## config.mk

```make
export PLATFORM = sky130hd
export DESIGN_NAME = mdio_cmd_ctrl
export DESIGN_NICKNAME = d
export VERILOG_FILES = /design/src/rtl/mdio_cmd_pkg.sv /design/src/rtl/mdio_clk_gen.sv /design/src/rtl/mdio_frame_engine.sv /design/src/rtl/mdio_cmd_ctrl.sv
export SDC_FILE = /design/constraint.sdc
export NUM_CORES = 1
export LEC_CHECK = 0
export BUFFER_PORTS_ARGS = -buffer_cell sky130_fd_sc_hd__buf_2
export CAP_MARGIN = 40
export CORE_ASPECT_RATIO = 0.9
export CORE_MARGIN = 8
export CORE_UTILIZATION = 40
export CTS_CLUSTER_DIAMETER = 30
export DETAILED_ROUTE_END_ITERATION = 8
export GPL_ROUTABILITY_DRIVEN = 0
export GPL_TIMING_DRIVEN = 0
export HOLD_SLACK_MARGIN = 0.1
export SLEW_MARGIN = 20
export SYNTH_ARGS = -nofsm -noshare
export SYNTH_HDL_FRONTEND = slang
export SYNTH_HIERARCHICAL = 1
export SYNTH_SLANG_ARGS = --single-unit
```

## constraint.sdc

```tcl
create_clock -name clk -period 2.2 [get_ports clk]
set_clock_uncertainty 0.2 [all_clocks]
set_input_delay 0.22 -clock clk [delete_from_list [all_inputs] [get_ports clk]]
set_output_delay 0.22 -clock clk [all_outputs]
set_load 0.03 [all_outputs]
```

## src/rtl/mdio_cmd_pkg.sv

```systemverilog
package mdio_cmd_pkg;

    localparam int FRAME_BITS = 64;
    localparam int BIT_W      = $clog2(FRAME_BITS);
    localparam int DATA_W     = 16;
    localparam int ADDR_W     = 5;
    localparam int TA_FIRST   = 46;
    localparam int DATA_FIRST = 48;

    typedef enum logic [1:0] {
        OP_WRITE = 2'b01,
        OP_READ  = 2'b10
    } mdio_op_e;

    // register image, bit 31 down to bit 0
    typedef struct packed {
        logic [DATA_W-1:0] data;
        logic              done;
        logic              rd;
        logic              wr;
        logic [ADDR_W-1:0] regad;
        logic [2:0]        rsvd;
        logic [ADDR_W-1:0] phy;
    } csr_t;

    typedef struct packed {
        mdio_op_e          op;
        logic [ADDR_W-1:0] phy;
        logic [ADDR_W-1:0] regad;
        logic [DATA_W-1:0] wdata;
    } mdio_req_t;

    function automatic logic [FRAME_BITS-1:0] build_frame(input mdio_req_t r);
        logic              is_rd;
        logic [1:0]        ta;
        logic [DATA_W-1:0] d;
        is_rd = (r.op == OP_READ);
        ta    = is_rd ? 2'b00 : 2'b10;
        d     = is_rd ? '0 : r.wdata;
        return {32'hFFFF_FFFF, 2'b01, r.op, r.phy, r.regad, ta, d};
    endfunction

endpackage

```

## src/rtl/mdio_clk_gen.sv

```systemverilog
module mdio_clk_gen #(
    parameter int CLK_HALF = 2
) (
    input  logic clk,
    input  logic rst,
    input  logic run,
    output logic mdc,
    output logic rise_evt,
    output logic fall_evt
);
    localparam int CNT_W = (CLK_HALF > 1) ? $clog2(CLK_HALF) : 1;

    logic [CNT_W-1:0] cnt;
    logic             wrap;

    assign wrap     = run && (cnt == CNT_W'(CLK_HALF - 1));
    assign rise_evt = wrap && !mdc;
    assign fall_evt = wrap && mdc;

    always_ff @(posedge clk) begin
        if (rst || !run) begin
            cnt <= '0;
            mdc <= 1'b0;
        end else if (wrap) begin
            cnt <= '0;
            mdc <= ~mdc;
        end else begin
            cnt <= cnt + 1'b1;
        end
    end


    mdc_idle_low_chk: assert property (@(posedge clk) disable iff (rst)
        !run |=> !mdc);

endmodule

```

## src/rtl/mdio_frame_engine.sv

```systemverilog
module mdio_frame_engine
    import mdio_cmd_pkg::*;
(
    input  logic              clk,
    input  logic              rst,
    input  logic              start,
    input  mdio_req_t         req,
    input  logic              rise_evt,
    input  logic              fall_evt,
    input  logic              mdc,
    input  logic              mdio_i,
    output logic              busy,
    output logic              done_evt,
    output logic [DATA_W-1:0] rd_data,
    output logic              mdio_o,
    output logic              mdio_oe
);
    logic [FRAME_BITS-1:0] sh;
    logic [BIT_W-1:0]      bitcnt;
    logic                  is_rd;
    logic                  last_bit;

    assign last_bit = (bitcnt == BIT_W'(FRAME_BITS - 1));
    assign done_evt = busy && fall_evt && last_bit;
    assign mdio_o   = busy ? sh[FRAME_BITS-1] : 1'b1;
    assign mdio_oe  = busy && !(is_rd && (bitcnt >= BIT_W'(TA_FIRST)));

    always_ff @(posedge clk) begin
        if (rst) begin
            busy    <= 1'b0;
            sh      <= '0;
            bitcnt  <= '0;
            is_rd   <= 1'b0;
            rd_data <= '0;
        end else if (start) begin
            busy   <= 1'b1;
            sh     <= build_frame(req);
            bitcnt <= '0;
            is_rd  <= (req.op == OP_READ);
        end else if (busy) begin
            if (rise_evt && is_rd && (bitcnt >= BIT_W'(DATA_FIRST)))
                rd_data <= {rd_data[DATA_W-2:0], mdio_i};
            if (fall_evt) begin
                if (last_bit) begin
                    busy <= 1'b0;
                end else begin
                    sh     <= sh << 1;
                    bitcnt <= bitcnt + 1'b1;
                end
            end
        end
    end


    mdio_edge_chk: assert property (@(posedge clk) disable iff (rst)
        (busy && $past(busy) && (mdio_o != $past(mdio_o))) |-> $fell(mdc));


    read_release_chk: assert property (@(posedge clk) disable iff (rst)
        (busy && is_rd && $past(busy) && !$past(mdio_oe)) |-> !mdio_oe);

endmodule

```

## src/rtl/mdio_cmd_ctrl.sv

```systemverilog
module mdio_cmd_ctrl
    import mdio_cmd_pkg::*;
#(
    parameter int CLK_HALF = 2
) (
    input  logic        clk,
    input  logic        rst,
    input  logic        reg_wr,
    input  logic [31:0] reg_wdata,
    output logic [31:0] reg_rdata,
    output logic        mdc,
    output logic        mdio_o,
    output logic        mdio_oe,
    input  logic        mdio_i
);
    csr_t              csr;
    csr_t              wv;
    mdio_req_t         req;
    logic              busy;
    logic              done_evt;
    logic              rise_evt;
    logic              fall_evt;
    logic              accept;
    logic              start;
    logic [DATA_W-1:0] rd_data;

    assign wv     = csr_t'(reg_wdata);
    assign accept = reg_wr && !busy;
    assign start  = accept && (wv.rd || wv.wr);

    always_comb begin
        req.op    = wv.rd ? OP_READ : OP_WRITE;
        req.phy   = wv.phy;
        req.regad = wv.regad;
        req.wdata = wv.data;
    end

    always_ff @(posedge clk) begin
        if (rst) begin
            csr <= '0;
        end else if (done_evt) begin
            csr.done <= 1'b1;
            csr.rd   <= 1'b0;
            csr.wr   <= 1'b0;
            if (csr.rd)
                csr.data <= rd_data;
        end else if (accept) begin
            csr.data  <= wv.data;
            csr.regad <= wv.regad;
            csr.phy   <= wv.phy;
            if (start) begin
                csr.rd   <= wv.rd;
                csr.wr   <= wv.wr && !wv.rd;
                csr.done <= 1'b0;
            end else if (wv.done) begin
                csr.done <= 1'b0;
            end
        end
    end

    assign reg_rdata = {csr.data, csr.done, csr.rd, csr.wr, csr.regad, 3'b000, csr.phy};

    mdio_clk_gen #(.CLK_HALF(CLK_HALF)) u_clk (
        .clk      (clk),
        .rst      (rst),
        .run      (busy),
        .mdc      (mdc),
        .rise_evt (rise_evt),
        .fall_evt (fall_evt)
    );

    mdio_frame_engine u_eng (
        .clk      (clk),
        .rst      (rst),
        .start    (start),
        .req      (req),
        .rise_evt (rise_evt),
        .fall_evt (fall_evt),
        .mdc      (mdc),
        .mdio_i   (mdio_i),
        .busy     (busy),
        .done_evt (done_evt),
        .rd_data  (rd_data),
        .mdio_o   (mdio_o),
        .mdio_oe  (mdio_oe)
    );


    done_on_finish_chk: assert property (@(posedge clk) disable iff (rst)
        $fell(busy) |-> csr.done);


    cmd_bits_track_chk: assert property (@(posedge clk) disable iff (rst)
        ((csr.rd || csr.wr) == busy));


    busy_hold_chk: assert property (@(posedge clk) disable iff (rst)
        busy |=> (!busy || $stable(csr)));


    done_low_busy_chk: assert property (@(posedge clk) disable iff (rst)
        busy |-> !csr.done);

endmodule

```

# After elaboration in Yosys (flattened, before gate mapping)
# Index checks and enable logic that the tools add are counted.
totals:
  elab_cells: 76
  register_bits: 119
op_classes:
  n_bitwise: 4
  n_mux: 18
  add_sub_neg: 2
  reduce_logical: 32
  eq_ne: 4
  order_cmp: 2
ops:
  columns: ["cell", "count"]
  rows:
  - ["64-bit two-way mux", 4]
  - ["16-bit two-way mux", 2]
  - ["24-bit two-way mux", 1]
  - ["19-bit two-way mux", 1]
  - ["6-bit >= comparator, second input constant", 2]
  - ["1-bit logical AND", 12]
  - ["3-bit AND reduction", 3]
  - ["2-bit AND reduction", 4]
  - ["1-bit two-way mux", 7]
  - ["6-bit by 1-bit adder with 6-bit output, second input constant", 1]
  - ["6-bit == test, second input constant", 1]
  - ["2-bit two-way mux", 3]
  - ["2-bit nonzero test", 3]
  - ["2-bit OR reduction", 3]
  - ["1-bit zero test", 4]
  - ["2-bit inequality test, second input constant", 2]
  - ["1-bit NOT", 4]
  - ["3-bit nonzero test", 1]
  - ["2-bit == test, second input constant", 1]
  - ["1-bit logical OR", 2]
  - ["1-bit adder, second input constant", 1]

# Longest topological paths before layout
# Gate-level depths: netlist of the first run.
logic_depth:
  ltp_word: 6
  mapped_depth: 10
  depth_no_buf: 7

# Hierarchy
# Netlist of the first run, hierarchy kept.
by_module_without_submodules:
  columns: ["module", "cells_per_inst", "seq_area_each_um2", "area_per_inst_um2", "instances"]
  rows:
  - ["mdio_frame_engine", 410, 1761.7, 3712.3, 1]
  - ["mdio_cmd_ctrl", 139, 580.6, 1237.4, 1]
  - ["mdio_clk_gen", 9, 40.0, 77.6, 1]

# Worst setup path after synthesis of the first run
# Ideal clock, no wire load.
synth_timing:
  path_type: "register -> register"
  startpoint: "register u_eng.bitcnt[0]"
  endpoint: "register csr, in the netlist reg_rdata[19]"
  t_arrival_ns: 1.847
  path_stages_with_launch: 11
  path_slack_ns: 0.021
  synth_period_minus_slack_ns: 2.179
  required_ns: 1.868
  cell_sequence: "dfxtp_1 > ha_1 > and3_1 > buf_4 > nand2_1 > nor2_1 > or3b_1 > buf_6 > buf_8 > nand3b_1 > a21oi_1"
synth_via:
  elab_chain_cells: 4
synth_rtl:
  columns: ["element", "line_no", "source"]
  rows:
  - ["start, declared", "mdio_frame_engine.sv:19", "logic [BIT_W-1:0] bitcnt;"]
  - ["start signal, assigned", "mdio_frame_engine.sv:48", "bitcnt <= bitcnt + 1'b1;"]
  - ["6-bit == test *", "mdio_frame_engine.sv:23", "assign last_bit = (bitcnt == BIT_W'(FRAME_BITS - 1));"]
  - ["1-bit logical AND *", "mdio_frame_engine.sv:24", "assign done_evt = busy && fall_evt && last_bit;"]
  - ["net done_evt", "mdio_cmd_ctrl.sv:20", "logic done_evt;"]
  - ["2-bit inequality test (no source line) or 2-bit nonzero test (tied branches)", null, null]
  - ["2-bit AND reduction (no source line)", null, null]
  - ["end, declared", "mdio_cmd_ctrl.sv:16", "csr_t csr;"]
# The timed path passes the listed nets; every way through them passes the cells marked *.
# A chain may end at the register's enable or synchronous reset.

# Final worst setup path of the first run
layout_timing:
  startpoint: "register u_eng.bitcnt[0]"
  endpoint: "register csr, in the netlist reg_rdata[31]"
# Same word-level chain as after synthesis.

==> impl_metrics.tcl, run 1 <==
set metrics [dict create \
    core_mm2 0.0125 \
    tightestPinTransition_ns 0.684 \
    root_buffer "clkbuf_16" \
    leakage_nw 2.59 \
    die_w_um 134 \
    detailed_place_hpwl_um 9430 \
    pwr-share-seq_pct 40.2 \
    grt_pass1_vias 4504 \
    hold_violations 0 \
    switchingPower_w 0.00145 \
    p_total_w 0.00588 \
    period_needed_ns 2.15 \
    grt_first_pass_wirelength_um 22800 \
    endpoint_kind "flop" \
    synth_common_cells "dfxtp_1 (119), nor3_1 (58), nand2_1 (50)" \
    wl_per_cell_um 16.2 \
    fillCellCount 1198 \
    fmax_mhz 464 \
    dp_cells 788 \
    worstHoldPathType "in2reg" \
    drive_gt1_share_pct 25.6 \
    synthDistinctLibCells 45 \
    powerDensity_mw_per_mm2 883 \
    drt.antenna.violating_nets 0 \
    dieArea_mm2 0.0164 \
    power.internal_w 0.00443 \
    cts.sinks 119 \
    gr-total-overflow 0 \
    die_y_um 122 \
    path_delay_family "simple AND/OR/NAND/NOR gates" \
    clkPwrFrac_pct 48.4 \
    ys_ff_latch 119 \
    syn_area_mm2 0.00503 \
    routed_via_density 5.29 \
    multi_input_comb_area_mm2 0.00230 \
    cts_made_buffers 17 \
    cts_tree "done" \
    synth_edf_count 0 \
    status "complete, no violations" \
    cp.required_ns 2.26 \
    pin_count 71 \
    initial_utilization_pct 40.2 \
    row_count 39 \
    path_class "reg2reg" \
    routed_wl_um 13900 \
    area_delta_synth_final_pct 32.5 \
    grt_usage_pct 17.2 \
    min_period_over_period_pct 97.9 \
    ys_top_cells_by_area "dfxtp_1 (47%), nor3_1 (5.8%), a211oi_1 (4.6%), nand2_1 (3.7%), nor2_1 (3.4%)" \
    netlist_instances 558 \
    report.final.slew_viol_count 0 \
    ys_seq_area_share_pct 47.4 \
    netlist.area_leader.share_pct 47.4 \
    hold_ws_ns 0.249 \
    rsz0062_at_grt "false" \
    crit_chain "ha_2 > and3_4 > buf_6 > nand2_4 > nor2_4 > or3b_4 > buf_8 > nand3b_1 > a21oi_1" \
    clock_latency_ns 0.41 \
    clockBufferDepth 2 \
    synthArstFlopShare_pct 0 \
    startpoint_type "flop" \
    drv_cap 0 \
    slowest_stage "or3b_4" \
    critPathBufInv 2 \
    ys.flop_type "dfxtp_1" \
    final-setup-viol-count 0 \
    antenna_found_initial 0 \
    yosys.area.top_type "dfxtp_1" \
    dr.pass1.iters 5 \
    critPathArrivalTime_ns 2.21 \
    yosysWarnings 6 \
    synth_most_common_cell "dfxtp_1" \
    layout.nets 719 \
    diodes 0 \
    drc 0 \
    max_stage_delay_ns 0.49 \
    htreeDepth 4 \
    numPortBuffers 64 \
    grt_max_degree 17 \
    path_clk_slew_ns 0.06 \
    power_frac_comb_pct 11.4 \
    regArea_mm2 0.00239 \
    layoutNonFillerInstCount 858 \
    drtIter0Drc 336 \
    netSwitchingFraction_pct 24.7 \
    relSlewSlack_pct 54.4 \
    num_vias 4536 \
    crit_fanout 7 \
    syn_avg_cell_area_um2 9.01 \
    ir_worst_vdd_mv 0.470 \
]
[cells by family after synthesis]
logic type	after synthesis	synth area share, %
buf+inv	85	8.36
fa+ha+maj	2	0.498
flops	119	47.4
xor+xnor	4	0.697
mux	16	3.19
compound gates	137	21.2
simple gates	194	18.6
other cells	1	0.0746
[sequential cells by signal, summed over array words and instances, names as in the netlist]
register       flops
reg_rdata         29
u_clk/cnt          1
u_clk/mdc          1
u_eng/bitcnt       6
u_eng/busy         1
u_eng/is_rd        1
u_eng/rd_data     16
u_eng/sh          64
[cell usage in the layout (no fill, tap or decap), types with 4 or more instances in the layout]
| cell type | synthesis | routed |
|---|---|---|
| nor3_1 | 58 | 58 |
| clkbuf_2 | 0 | 7 |
| dlygate4sd3_1 | 0 | 33 |
| a21oi_1 | 33 | 33 |
| mux2i_1 | 16 | 16 |
| clkbuf_16 | 0 | 18 |
| o21ai_1 | 14 | 14 |
| clkbuf_4 | 0 | 4 |
| nand3_1 | 5 | 5 |
| a221oi_1 | 6 | 6 |
| nand2_1 | 50 | 48 |
| inv_1 | 32 | 32 |
| buf_2 | 12 | 73 |
| a22oi_1 | 17 | 16 |
| xnor2_1 | 4 | 4 |
| nor2_1 | 46 | 44 |
| a221oi_2 | 9 | 9 |
| clkinv_2 | 0 | 4 |
| a211oi_1 | 31 | 30 |
| nand3b_1 | 17 | 17 |
| dfxtp_1 | 119 | 116 |
| a2111oi_2 | 10 | 10 |
| buf_6 | 5 | 5 |
| clkbuf_1 | 23 | 14 |
| a31oi_1 | 5 | 5 |
| buf_4 | 10 | 16 |
[metal layers]
layer  up-vias  track usage (%)  part of all wire, %
li1       2239                -                    -
met1      2153             22.6                   48
met2       130             26.2                   45
met3        14             5.03                  5.4
met4         0             6.45                  1.0
met5         -                0                    0
[power by group through the flow]
stage	logic, W	registers [W]	clock network (W)
6_report	0.000672	0.00236	0.00285
4_1_cts	0.000650	0.00236	0.00289
2_1_floorplan	0.000361	0.00245	0
3_5_place_dp	0.000593	0.00240	0
5_1_grt	0.000734	0.00237	0.00298
3_3_place_gp	0.000581	0.00240	0
[worst paths after layout]
path	start	to	slack, ns	cells after the start
max	u_eng/bitcnt[0]	reg_rdata[31]	0.05	9
min	rst	reg_rdata[23]	0.25	3
max reg2reg	u_eng/bitcnt[0]	reg_rdata[31]	0.05	9
min reg2reg	reg_rdata[9]	reg_rdata[9]	0.25	2
[final cells by class]
cell class,instances,area share (%)
clock buffer,20,7.01
inverter,32,1.80
timing repair buffer,103,10.7
buffer,51,4.75
sequential,119,35.9
clock inverter,12,2.25
tap,164,3.08
multi-input combinational,357,34.5
[stage by stage]
step	TNS, ns	setup WS [ns]	instance area, um^2	util [%]
final	0	0.0455	6660	53.3
after global routing	0	0.000159	6660	53.3
after CTS	0	0.0109	6570	52.6
after detailed placement	-32.39	-0.608	5560	44.5
after global placement	-30.75	-0.552	5560	44.5
after floorplan	0	0.0208	5030	-
[worst register-to-register path, cell delays in order, from the launching register on]
cell	delay, ns
dfxtp_4	0.35
ha_2	0.18
and3_4	0.17
buf_6	0.13
nand2_4	0.08
nor2_4	0.06
or3b_4	0.49
buf_8	0.17
nand3b_1	0.08
a21oi_1	0.08
[what timing repair did]
item / CTS / global route
resized for setup: 20 / 25
cloned: 0 / 2
pin swaps: 2 / 3
setup buffers: 2 / 3
endpoints found under the hold margin: 59 / 0
hold buffers: 33 / 0
endpoints found under the setup margin: 100 / 84
No activity file was read; power rests on OpenSTA's default activity.
==> inputs of run 2 (changes only) <==
- TNS_END_PERCENT: default -> 20
- clock period: 2.2 -> 2.1 ns (I/O delays scaled with it)
==> impl_metrics.tcl, run 2 (synthesized netlist as in run 1, its figures left out) <==
set metrics [dict create \
    status "complete, no violations" \
    pwr-share-seq_pct 39.5 \
    largest_reg_flops 64 \
    crit_top_cell "buf_8" \
    initial_utilization_pct 40.2 \
    final-setup-viol-count 0 \
    top_register "u_eng/sh" \
    root_buffer "clkbuf_16" \
    path_clk_slew_ns 0.05 \
    die_w_um 134 \
    report.final.slew_viol_count 0 \
    row_count 39 \
    worstHoldPathType "in2reg" \
    tightestPinTransition_ns 0.684 \
    detailed_place_hpwl_um 9440 \
    htreeDepth 4 \
    slowest_stage "or3b_4" \
    min_period_over_period_pct 97.7 \
    diodes 0 \
    netSwitchingFraction_pct 23.6 \
    drive_gt1_share_pct 25.3 \
    crit_chain "ha_4 > and3_4 > nand2_4 > nor2_4 > or3b_4 > buf_8 > buf_8 > nand3b_1 > a21oi_2" \
    period_needed_ns 2.05 \
    drc 0 \
    leakage_nw 2.59 \
    antenna_found_initial 0 \
    power_frac_comb_pct 11.3 \
    final_common_cell "dfxtp_1" \
    grt_max_degree 17 \
    path_delay_family "simple AND/OR/NAND/NOR gates" \
    post-route-util_pct 53.4 \
    endpoint_kind "flop" \
    core_mm2 0.0125 \
    grt_usage_pct 17.4 \
    pre_cts_ws_ns -0.655 \
    hold_violations 0 \
    power.internal_w 0.00478 \
    dr.pass1.iters 5 \
    gr-total-overflow 0 \
    cts_tree "done" \
    numPortBuffers 64 \
    cp.required_ns 2.17 \
    pin_count 71 \
    fmax_mhz 488 \
    critPathArrivalTime_ns 2.12 \
    routed_wl_um 13800 \
    routed_via_density 5.32 \
    clkPwrFrac_pct 49.2 \
    critPathBufInv 2 \
    layout_common_cells "dfxtp_1 (116), buf_2 (72), nor3_1 (58), nand2_1 (48), nor2_1 (44)" \
    die_y_um 122 \
    relSlewSlack_pct 54.4 \
    grt_first_pass_wirelength_um 22900 \
    clock_latency_ns 0.41 \
    clockBufferDepth 2 \
    cts_made_buffers 17 \
    wl_per_cell_um 16.1 \
    drtIter0Drc 371 \
    num_vias 4556 \
    crit_fanout 10 \
    drt.antenna.violating_nets 0 \
    startpoint_type "flop" \
    path_class "reg2reg" \
    powerDensity_mw_per_mm2 938 \
    rsz0062_at_grt "true" \
    ir_worst_vdd_mv 0.556 \
    cts.sinks 119 \
    grt_pass1_vias 4422 \
    layout.nets 719 \
    max_stage_delay_ns 0.38 \
    switchingPower_w 0.00148 \
    area_delta_synth_final_pct 32.7 \
    dieArea_mm2 0.0164 \
    drv_cap 0 \
    timing.final.ws_setup_ns 0.0493 \
]
run 2: changes by cell type in the layout (fill, tap and decap cells not counted), moves of 2 or more:
cell / change
clkbuf_2: -2
a2111oi_1: +2
a2111oi_0: -2
clkinv_4: -2
clkinv_2: -2
clkbuf_4: +5
run 2: cell type report:
cell class	instances	area [um^2]
inverter	32	120
buffer	51	332
tap	164	205
clock inverter	8	145
multi-input combinational	356	2290
sequential	119	2390
fill	1151	5820
timing repair buffer	104	703
clock buffer	22	484
run 2: layer usage:
layer	global-route usage (%)	vias up	share of wire, %
met4	6.45	0	1.2
met3	4.66	15	6.4
met5	0	-	0
li1	-	2224	-
met1	23.3	2173	48
met2	26.4	144	45
run 2: worst register-to-register path: cells and delay by family, from the launching register on:
family | cells | cell delay, ns
AND/OR/NAND/NOR | 5 | 0.85
flip-flops | 1 | 0.35
buffers and inverters | 2 | 0.29
adder cells (fa/ha/maj) | 1 | 0.16
AO/OA/AOI/OAI | 1 | 0.06
run 2: worst paths after layout:
check | slack, ns | from | end | cells past startpoint
worst max register to register | 0.05 | u_eng/bitcnt[0] | reg_rdata[19] | 9
worst min-delay path | 0.12 | reg_wdata[14] | reg_rdata[15] | 4
worst max-delay path | 0.05 | u_eng/bitcnt[0] | reg_rdata[19] | 9
worst min register to register | 0.25 | u_eng/sh[15] | u_eng/sh[16] | 2
run 2: repair_timing:
action	in CTS	in global routing
hold buffers	33	0
pin swaps	3	2
endpoints found under the setup margin	108	86
gates resized for setup	27	22
setup buffers	3	4
endpoints found under the hold margin	59	0
run 2: power groups by stage:
stage	clock network (W)	logic, W	registers [W]
2_1_floorplan	0	0.000378	0.00257
3_5_place_dp	0	0.000623	0.00252
5_1_grt	0.00323	0.000775	0.00248
6_report	0.00308	0.000706	0.00247
3_3_place_gp	0	0.000609	0.00251
4_1_cts	0.00312	0.000690	0.00247
run 2: stage by stage:
| step | std cells | TNS (ns) | power, W | instance area [um^2] | hold WS, ns |
|---|---|---|---|---|---|
| after detailed placement | 788 | -39.27 | 0.00314 | 5570 | 0.248 |
| after global placement | 788 | -37.21 | 0.00312 | 5570 | 0.241 |
| after global routing | 856 | -0.0360 | 0.00649 | 6670 | 0.136 |
| after CTS | 853 | 0 | 0.00628 | 6610 | 0.106 |
| after floorplan | 560 | 0 | 0.00295 | 5040 | 0.125 |
| final | 856 | 0 | 0.00626 | 6670 | 0.116 |
